[config.mk]
export PLATFORM = sky130hd
export DESIGN_NAME = bps_sleep_ctrl
export DESIGN_NICKNAME = d
export VERILOG_FILES = /design/src/rtl/bps_pkg.sv /design/src/rtl/bps_window_ctr.sv /design/src/rtl/bps_hold_ctr.sv /design/src/rtl/bps_mode_sel.sv /design/src/rtl/bps_sleep_ctrl.sv
export SDC_FILE = /design/constraint.sdc
export NUM_CORES = 1
export LEC_CHECK = 0
export ABC_AREA = 1
export ABC_CLOCK_PERIOD_IN_PS = 1500
export BUFFER_PORTS_ARGS = -buffer_cell sky130_fd_sc_hd__buf_2
export CAP_MARGIN = 20
export CORE_MARGIN = 4
export CORE_UTILIZATION = 43
export DETAILED_ROUTE_END_ITERATION = 16
export PLACE_DENSITY = 0.65
export SLEW_MARGIN = 0
export SYNTH_ARGS = -nofsm -noshare
export SYNTH_HDL_FRONTEND = slang
export SYNTH_HIERARCHICAL = 1
export SYNTH_SLANG_ARGS = --single-unit
[constraint.sdc]
create_clock -name clk -period 1.5 [get_ports clk]
set_input_delay 0.15 -clock clk [delete_from_list [all_inputs] [get_ports clk]]
set_output_delay 0.15 -clock clk [all_outputs]
set_load 0.02 [all_outputs]
[src/rtl/bps_pkg.sv]
// Package: shared mode encoding for the branch-predictor sleep controller.
// Assumes: a two-bit mode bus read by the sleep circuitry outside the block.
package bps_pkg;

    typedef enum logic [1:0] {
        MODE_BASIC = 2'b00,
        MODE_LIGHT = 2'b01,
        MODE_AGGR  = 2'b10,
        MODE_ULTRA = 2'b11
    } bps_mode_e;

endpackage

[src/rtl/bps_window_ctr.sv]
// Module: bps_window_ctr
// Splits time into windows of WINDOW_CYCLES edges. It counts branch strobes
// within each window, saturating at BR_THRESH, and flags a window that closes
// under the threshold.
// Assumes: at most one strobe per cycle; synchronous active-low reset.
module bps_window_ctr #(
    parameter int WINDOW_CYCLES = 512,
    parameter int BR_THRESH     = 24
) (
    input  logic clk,
    input  logic rst_n,
    input  logic br_fetch,
    output logic win_end,
    output logic win_under,
    output logic [$clog2(BR_THRESH+1)-1:0] br_cnt
);

    localparam int CW = (WINDOW_CYCLES > 1) ? $clog2(WINDOW_CYCLES) : 1;
    localparam int BW = $clog2(BR_THRESH + 1);
    localparam logic [CW-1:0] LAST_CYC = CW'(WINDOW_CYCLES - 1);
    localparam logic [BW-1:0] THR      = BW'(BR_THRESH);

    logic [CW-1:0] cyc_cnt;
    logic [BW-1:0] br_next;

    // Purpose: count including this cycle's strobe, held at the threshold.
    always_comb begin
        if (br_cnt == THR) begin
            br_next = THR;
        end else begin
            br_next = br_cnt + BW'(br_fetch);
        end
    end

    assign win_end   = (cyc_cnt == LAST_CYC);
    assign win_under = win_end && (br_next < THR);

    // Purpose: advance the cycle position inside the window.
    always_ff @(posedge clk) begin
        if (!rst_n) begin
            cyc_cnt <= '0;
        end else if (win_end) begin
            cyc_cnt <= '0;
        end else begin
            cyc_cnt <= cyc_cnt + CW'(1);
        end
    end

    // Purpose: accumulate branches and restart the count at each boundary.
    always_ff @(posedge clk) begin
        if (!rst_n) begin
            br_cnt <= '0;
        end else if (win_end) begin
            br_cnt <= '0;
        end else begin
            br_cnt <= br_next;
        end
    end

endmodule

[src/rtl/bps_hold_ctr.sv]
// Module: bps_hold_ctr
// Holds a high-IPB prediction for HOLD_WINDOWS windows after each window that
// closes under the threshold. A new under-threshold window reloads the count.
// Assumes: win_under is only ever high together with win_end.
module bps_hold_ctr #(
    parameter int HOLD_WINDOWS = 20
) (
    input  logic clk,
    input  logic rst_n,
    input  logic win_end,
    input  logic win_under,
    output logic [$clog2(HOLD_WINDOWS+1)-1:0] hold_cnt,
    output logic high_ipb
);

    localparam int HW = $clog2(HOLD_WINDOWS + 1);
    localparam logic [HW-1:0] HOLD_LOAD = HW'(HOLD_WINDOWS);

    // Purpose: load on an under-threshold window, else count windows down.
    always_ff @(posedge clk) begin
        if (!rst_n) begin
            hold_cnt <= '0;
        end else if (win_under) begin
            hold_cnt <= HOLD_LOAD;
        end else if (win_end && (hold_cnt != '0)) begin
            hold_cnt <= hold_cnt - HW'(1);
        end
    end

    assign high_ipb = (hold_cnt != '0);

endmodule

[src/rtl/bps_mode_sel.sv]
// Module: bps_mode_sel
// Registers the sleep mode from the stall flags and the phase bit, in fixed
// priority order: stall, then pre-stall, then high IPB, then basic.
// Assumes: the flags come from synchronous pipeline logic.
module bps_mode_sel
    import bps_pkg::*;
(
    input  logic      clk,
    input  logic      rst_n,
    input  logic      stall,
    input  logic      pre_stall,
    input  logic      high_ipb,
    output bps_mode_e mode_q
);

    bps_mode_e mode_d;

    // Purpose: choose the deepest mode that any active condition asks for.
    always_comb begin
        if (stall) begin
            mode_d = MODE_ULTRA;
        end else if (pre_stall) begin
            mode_d = MODE_AGGR;
        end else if (high_ipb) begin
            mode_d = MODE_LIGHT;
        end else begin
            mode_d = MODE_BASIC;
        end
    end

    // Purpose: update the mode only on a clock edge.
    always_ff @(posedge clk) begin
        if (!rst_n) begin
            mode_q <= MODE_BASIC;
        end else begin
            mode_q <= mode_d;
        end
    end

endmodule

[src/rtl/bps_sleep_ctrl.sv]
// Module: bps_sleep_ctrl (top)
// Picks the sleep mode for the branch predictor's peripheral circuits. The
// choice comes from a windowed high-IPB phase predictor and the stall flags.
// Assumes: at most one branch strobe per cycle; synchronous active-low reset.
module bps_sleep_ctrl #(
    parameter int WINDOW_CYCLES = 512,
    parameter int BR_THRESH     = 24,
    parameter int HOLD_WINDOWS  = 20
) (
    input  logic       clk,
    input  logic       rst_n,
    input  logic       br_fetch,
    input  logic       pre_stall,
    input  logic       stall,
    output logic [1:0] mode,
    output logic       high_ipb
);

    import bps_pkg::*;

    localparam int BW = $clog2(BR_THRESH + 1);
    localparam int HW = $clog2(HOLD_WINDOWS + 1);

    logic          win_end;
    logic          win_under;
    logic [BW-1:0] br_cnt;
    logic [HW-1:0] hold_cnt;
    bps_mode_e     mode_q;

    bps_window_ctr #(
        .WINDOW_CYCLES (WINDOW_CYCLES),
        .BR_THRESH     (BR_THRESH)
    ) u_win (
        .clk       (clk),
        .rst_n     (rst_n),
        .br_fetch  (br_fetch),
        .win_end   (win_end),
        .win_under (win_under),
        .br_cnt    (br_cnt)
    );

    bps_hold_ctr #(
        .HOLD_WINDOWS (HOLD_WINDOWS)
    ) u_hold (
        .clk       (clk),
        .rst_n     (rst_n),
        .win_end   (win_end),
        .win_under (win_under),
        .hold_cnt  (hold_cnt),
        .high_ipb  (high_ipb)
    );

    bps_mode_sel u_mode (
        .clk       (clk),
        .rst_n     (rst_n),
        .stall     (stall),
        .pre_stall (pre_stall),
        .high_ipb  (high_ipb),
        .mode_q    (mode_q)
    );

    assign mode = mode_q;

endmodule

==> results of run 1 <==
[logic make-up (layout without fill, tap and decap cells)]
group,Yosys count,after routing
adders and majority gates,5,5
DFF,21,21
buffers and inverters,24,40
xor gates and xnor gates,2,2
and+or+nand+nor,62,62
AOI/OAI and AO/OA,17,17
[report_power, final]
part	leakage, nW	switching, mW	internal [mW]
sequential	0.173	0.00997	0.574
combinational	0.314	0.0383	0.0309
clock	0.0150	0.162	0.104
total	0.502	0.210	0.709
[cells in the final DEF (no fill, tap or decap), types with 3 or more instances in the layout]
cell type / instances
ha_2: 3
inv_2: 3
a21oi_2: 3
nand2_1: 24
nand3_2: 3
nand2_2: 4
buf_2: 7
clkbuf_4: 3
nor2_1: 17
inv_1: 20
dfxtp_1: 16
a21oi_1: 11
buf_4: 4
nand3_1: 7
dfxtp_2: 5
[layout make-up]
class / count / area (um2)
fill: 195 / 888
multi-input combinational: 86 / 498
sequential: 21 / 427
inverter: 24 / 92.6
timing repair buffer: 12 / 76.3
tap: 27 / 33.8
clock buffer: 4 / 26.3
[through the flow]
step                      hold WS, ps  TNS [ps]
after floorplan                   282         0
after global placement            406         0
after detailed placement          417         0
after CTS                        77.9         0
after global routing             82.8      -132
final                            83.1         0
[critical path, cell delays in order, from the launching register on]
cell and delay [ps]:
dfxtp_1 320, inv_1 150, ha_4 180, nand3_2 140, buf_2 200
[layer usage]
metal	part of all wire, %	global-route usage, %	vias to the layer above
met5	0	0	-
met4	2.1	6.25	0
met3	4.0	2.10	2
met2	45	17.1	17
met1	49	13.9	348
li1	-	-	439
[registers in the layout (all words and copies together), names as in the netlist]
name / cells
u_win/br_cnt: 5
u_mode/mode_q: 2
u_win/cyc_cnt: 9
u_hold/hold_cnt: 5
[how the worst min path moves through the flow]
stage | depth (start not counted) | to | from | slack, ps
final | 3 | u_mode/mode_q[1] | pre_stall | 80
after global routing | 4 | u_mode/mode_q[0] | pre_stall | 80
after CTS | 3 | u_mode/mode_q[1] | pre_stall | 80
after detailed placement | 3 | u_mode/mode_q[1] | pre_stall | 420
after global placement | 4 | u_mode/mode_q[0] | pre_stall | 410
after floorplan | 2 | u_hold/hold_cnt[2] | rst_n | 280
[what timing repair did]
| item | 4_1_cts | 5_1_grt |
|---|---|---|
| hold endpoints to repair | 0 | 0 |
| setup endpoints to repair | 0 | 20 |
| hold buffers | 0 | 0 |
| gates resized for setup | 0 | 20 |
==> run_results.csv, run 1 <==
group,metric,value,unit
yosys,yosys.area.top_type,"dfxtp_1",
setup_path,worst-r2r-setup-slack,100,ps
route,totalWireLength,1570,um
route,drc,0,
setup_path,r2r_cells,10,
setup_path,cp_data_required_time,1350,ps
clock_network,post-cts-setup-buffers,0,
layout,diodes,0,
timing,fmax,0.696,GHz
yosys,synthAdderAreaFrac,6.50,%
setup_path,crit_start,"u_hold/hold_cnt[0]",
yosys,synth_top_family_by_area,"simple AND/OR/NAND/NOR gates",
layout,drive_gt1_share,28.6,%
yosys,async_flop_share,0,%
yosys,syn_area,962,um2
setup_path,cp-end-kind,"output port",
route,firstDrtPassIters,4,
clock_network,cts-root-buf,"clkbuf_4",
layout,design_area,0.00115,mm2
power,finalPower,0.919,mW
route,drt_iter0_markers,34,
yosys,synth_mux_area_share,0,%
timing,fin_ws,64.1,ps
setup_path,crit_arrival,1290,ps
clock_network,cts.path.max_buffers,2,
clock_network,cts_buffers,3,
timing,max_slew_margin,85.9,%
die,dieArea,0.00306,mm2
yosys,synth_xor_area_share,1.82,%
timing,worstMarginPinSlew,211,ps
layout,syn_to_final_growth,19.9,%
place,port_buffers,7,
timing,setup_viol,0,
place,place_ws,86.6,ps
yosys,synth_seq_cells,21,
yosys,synthCells,131,
setup_path,cp-endpoint,"high_ipb",
place,place_inst,170,
clock_network,cts.sinks,21,
yosys,synth_cell_types,17,
clock_network,cts-htree-levels,1,
power,vdd_ir_drop_max,518,uV
setup_path,startpoint_type,"flop",
die,ios,8,
setup_path,cp_max_fo,4,
min_path,min_path_type,"in -> reg",
clock_network,clk_latency,300,ps
route,vias,806,
yosys,synth_compound_area_share,9.88,%
clock_network,clkSlewWorstSetupHoldPaths,110,ps
place,placed_area,0.00107,mm2
place,routabilityCongestion,0.729,
setup_path,reg2reg_from,"u_win/cyc_cnt[5]",
grt,grt_pass1_vias,661,
setup_path,path_class,"reg -> out",
grt,grt_pass1_wl,2730,um
yosys,ys_seq_area_share,43.7,%
route,wl_per_cell,8.99,um
die,die_width,55.3,um
place,hpwlAfterDp,1180,um
yosys,netlist_top_cells_count,"nand2_1, dfxtp_1, inv_1, nor2_1, a21oi_1",
yosys,synth.most_common_cell,"nand2_1",
yosys,synth-simple-area-share,28.7,%
die,chipHeight,55.3,um
yosys,synthTopCellsByArea,"dfxtp_1, nand2_1, inv_1",
outcome,status,"finished clean",
grt,antenna_found_initial,0,
die,num_rows,16,
grt,track_usage,10.9,%
timing,rsz0062_at_grt,"true",
yosys,yosysWarnings,6,
yosys,synth_top_area_share,43.7,%
job,maxCapViolCount,0,
yosys,avgSynthCellArea,7.34,um2
power,p_per_area,797,mW/mm2
grt,overflow,0,
setup_path,regToRegEndpoint,"u_hold/hold_cnt[1]",
power,p_leak,0.502,nW
grt,grt_max_degree,12,
yosys,synth_flop_cell,"dfxtp_1",
route,antenna_left,0,
route,viasPerCell,4.63,
yosys,synth_nets,141,
layout,stdcell_count,174,
yosys,synth-edff-count,0,
die,core,0.00204,mm2
layout,nNetsFinal,158,
layout,postLayoutCoreUtil,56.5,%
timing,period_needed,1440,ps
timing,period_share,95.7,%
clock_network,cts_tree,"done",
timing,slew_violations,0,
timing,skew,5.84,ps
die,start_util,47.1,%
timing,hold_violations,0,
(Power assumes the default switching activity.)
==> run 2, diff against run 1 <==
CORE_MARGIN = default   (was 4)
==> run 2 against run 1 <==
Effect of this change: wire length up 10%; design area rose by 1.6%; worst setup slack got worse by 11 ps; global-route usage rose by 3.7 points; clock power is essentially flat; total power rose by 0.45%; combinational power grew 3.9%; first-iteration DRC count decreased by 76%; critical path depth is 5 higher; sequential power about the same; clock skew decreased by 4.9 ps; flip-flop and latch count did not move.
==> run_results.csv, run 2 (same netlist as run 1, synthesis figures left out) <==
group,metric,value,unit
timing,slew_violations,0,
layout,postLayoutCoreUtil,57.4,%
clock_network,cts_tree,"done",
setup_path,path_class,"reg -> reg",
power,p_sw,0.217,mW
place,place_inst,169,
setup_path,startpoint_type,"flop",
die,ios,8,
route,wl_per_cell,9.86,um
power,p_seq_share,63.5,%
die,chipHeight,49.3,um
place,routabilityCongestion,0.758,
setup_path,cp_max_fo,4,
layout,drive_gt1_share,33.8,%
setup_path,cp_common_cell,"ha_2",
power,p_leak,0.495,nW
setup_path,crit_arrival,1690,ps
layout,regMostFlops,"u_win/cyc_cnt",
route,firstDrtPassIters,2,
clock_network,cts_buffers,3,
clock_network,cts.path.max_buffers,2,
clock_network,cts-root-buf,"clkbuf_4",
die,start_util,47.1,%
layout,nNetsFinal,159,
setup_path,critPathTopFamily,"adder cells",
power,p_per_area,787,mW/mm2
grt,antenna_found_initial,0,
route,viasPerCell,4.77,
layout,largest_reg_flops,9,
place,place_ws,33.6,ps
timing,worstMarginPinSlew,204,ps
timing,fmax,0.691,GHz
grt,grt_pass1_wl,2700,um
setup_path,cp_data_required_time,1740,ps
die,core,0.00204,mm2
layout,final_cell_mix,"nand2_1, inv_1, nor2_1, dfxtp_1, a21oi_1",
layout,largestRegisters,"u_win/cyc_cnt: 9 flops, u_hold/hold_cnt: 5 flops, u_win/br_cnt: 5 flops",
grt,track_usage,14.6,%
route,drc,0,
place,port_buffers,7,
layout,diodes,0,
clock_network,cts.sinks,21,
timing,setup_viol,0,
grt,grt_max_degree,13,
timing,period_share,96.5,%
job,maxCapViolCount,0,
min_path,min_path_type,"in -> reg",
die,num_rows,16,
grt,grt_pass1_vias,709,
clock_network,cts-htree-levels,1,
route,antenna_left,0,
power,clock_power_share,28.7,%
setup_path,cp-end-kind,"flop",
route,drt_iter0_markers,8,
setup_path,crit_buf_inv,2,
power,switching_share,23.5,%
power,vdd_ir_drop_max,533,uV
power,p_comb_share,7.8,%
setup_path,cp_cell_sequence,"ha_2 > nand3_2 > nor2_2 > ha_2 > buf_4 > nand2_2 > inv_2 > nand2_1 > a21oi_2",
die,dieArea,0.00243,mm2
clock_network,clk_latency,290,ps
timing,setup_tns,0,ps
grt,overflow,0,
setup_path,crit_start,"u_win/cyc_cnt[0]",
timing,hold_violations,0,
route,totalWireLength,1730,um
timing,max_slew_margin,86.4,%
place,hpwlAfterDp,1250,um
setup_path,critPathSlowestCell,"dfxtp_2",
min_path,min-delay-start,"pre_stall",
timing,rsz0062_at_grt,"true",
layout,final_common_cell,"nand2_1",
setup_path,slowest_delay,360,ps
timing,fin_ws,52.9,ps
layout,stdcell_count,175,
timing,period_needed,1450,ps
power,p_int,0.706,mW
timing,skew,0.962,ps
clock_network,clkSlewWorstSetupHoldPaths,110,ps
outcome,status,"finished clean",
power,finalPower,0.923,mW
setup_path,reg2reg_from,"u_win/cyc_cnt[0]",
die,die_width,49.3,um
route,vias,834,
layout,syn_to_final_growth,21.8,%
==> run 2: worst paths after layout <==
kind	slack [ps]	endpoint	depth (start not counted)
hold / removal	100	u_mode/mode_q[0]	4
hold reg to reg	440	u_win/cyc_cnt[0]	1
setup / recovery	50	u_hold/hold_cnt[1]	9
setup reg to reg	50	u_hold/hold_cnt[1]	9
==> run 2: timing repair <==
| action | in CTS | in global routing |
|---|---|---|
| setup endpoints to repair | 0 | 14 |
| setup buffers | 0 | 2 |
| resized for setup | 0 | 24 |
| hold buffers | 0 | 0 |
==> run 2: layout make-up <==
| class | count | area (um2) |
|---|---|---|
| clock buffers | 3 | 22.5 |
| multi-input cells | 86 | 513 |
| inverters | 24 | 90.1 |
| well taps | 27 | 33.8 |
| fillers | 214 | 870 |
| repair buffers | 13 | 80.1 |
| flip-flops and latches | 21 | 428 |
| clock inverters | 1 | 5.00 |
==> run 2: metal layers <==
| metal | vias up | global-route usage, % | wire [um] |
|---|---|---|---|
| met5 | - | 0 | 0 |
| met4 | 0 | 7.35 | 14 |
| met3 | 2 | 3.12 | 37 |
| met2 | 5 | 26.0 | 880 |
| met1 | 381 | 16.1 | 793 |
| li1 | 446 | - | - |
==> run 2: power groups by stage <==
stage | Sequential [mW] | Clock (mW) | Combinational, mW
final | 0.586 | 0.265 | 0.0720
after global routing | 0.588 | 0.305 | 0.0829
after CTS | 0.583 | 0.279 | 0.0684
after detailed placement | 0.596 | 0 | 0.0680
after global placement | 0.595 | 0 | 0.0660
after floorplan | 0.600 | 0 | 0.0387
==> run 2: per-stage QoR <==
stage | cell area [um2] | hold WS, ps
2_1_floorplan | 962 | 282
3_3_place_gp | 1060 | 404
3_5_place_dp | 1060 | 422
4_1_cts | 1090 | 91.4
5_1_grt | 1170 | 80.7
6_report | 1170 | 99.3
==> run 2: worst register-to-register path: cells and delay by family (launching register included) <==
family | cells | cell delay [ps]
AOI/OAI and AO/OA | 1 | 110
adders and majority gates | 2 | 380
DFF | 1 | 360
buffers and inverters | 2 | 200
and+or+nand+nor | 4 | 350
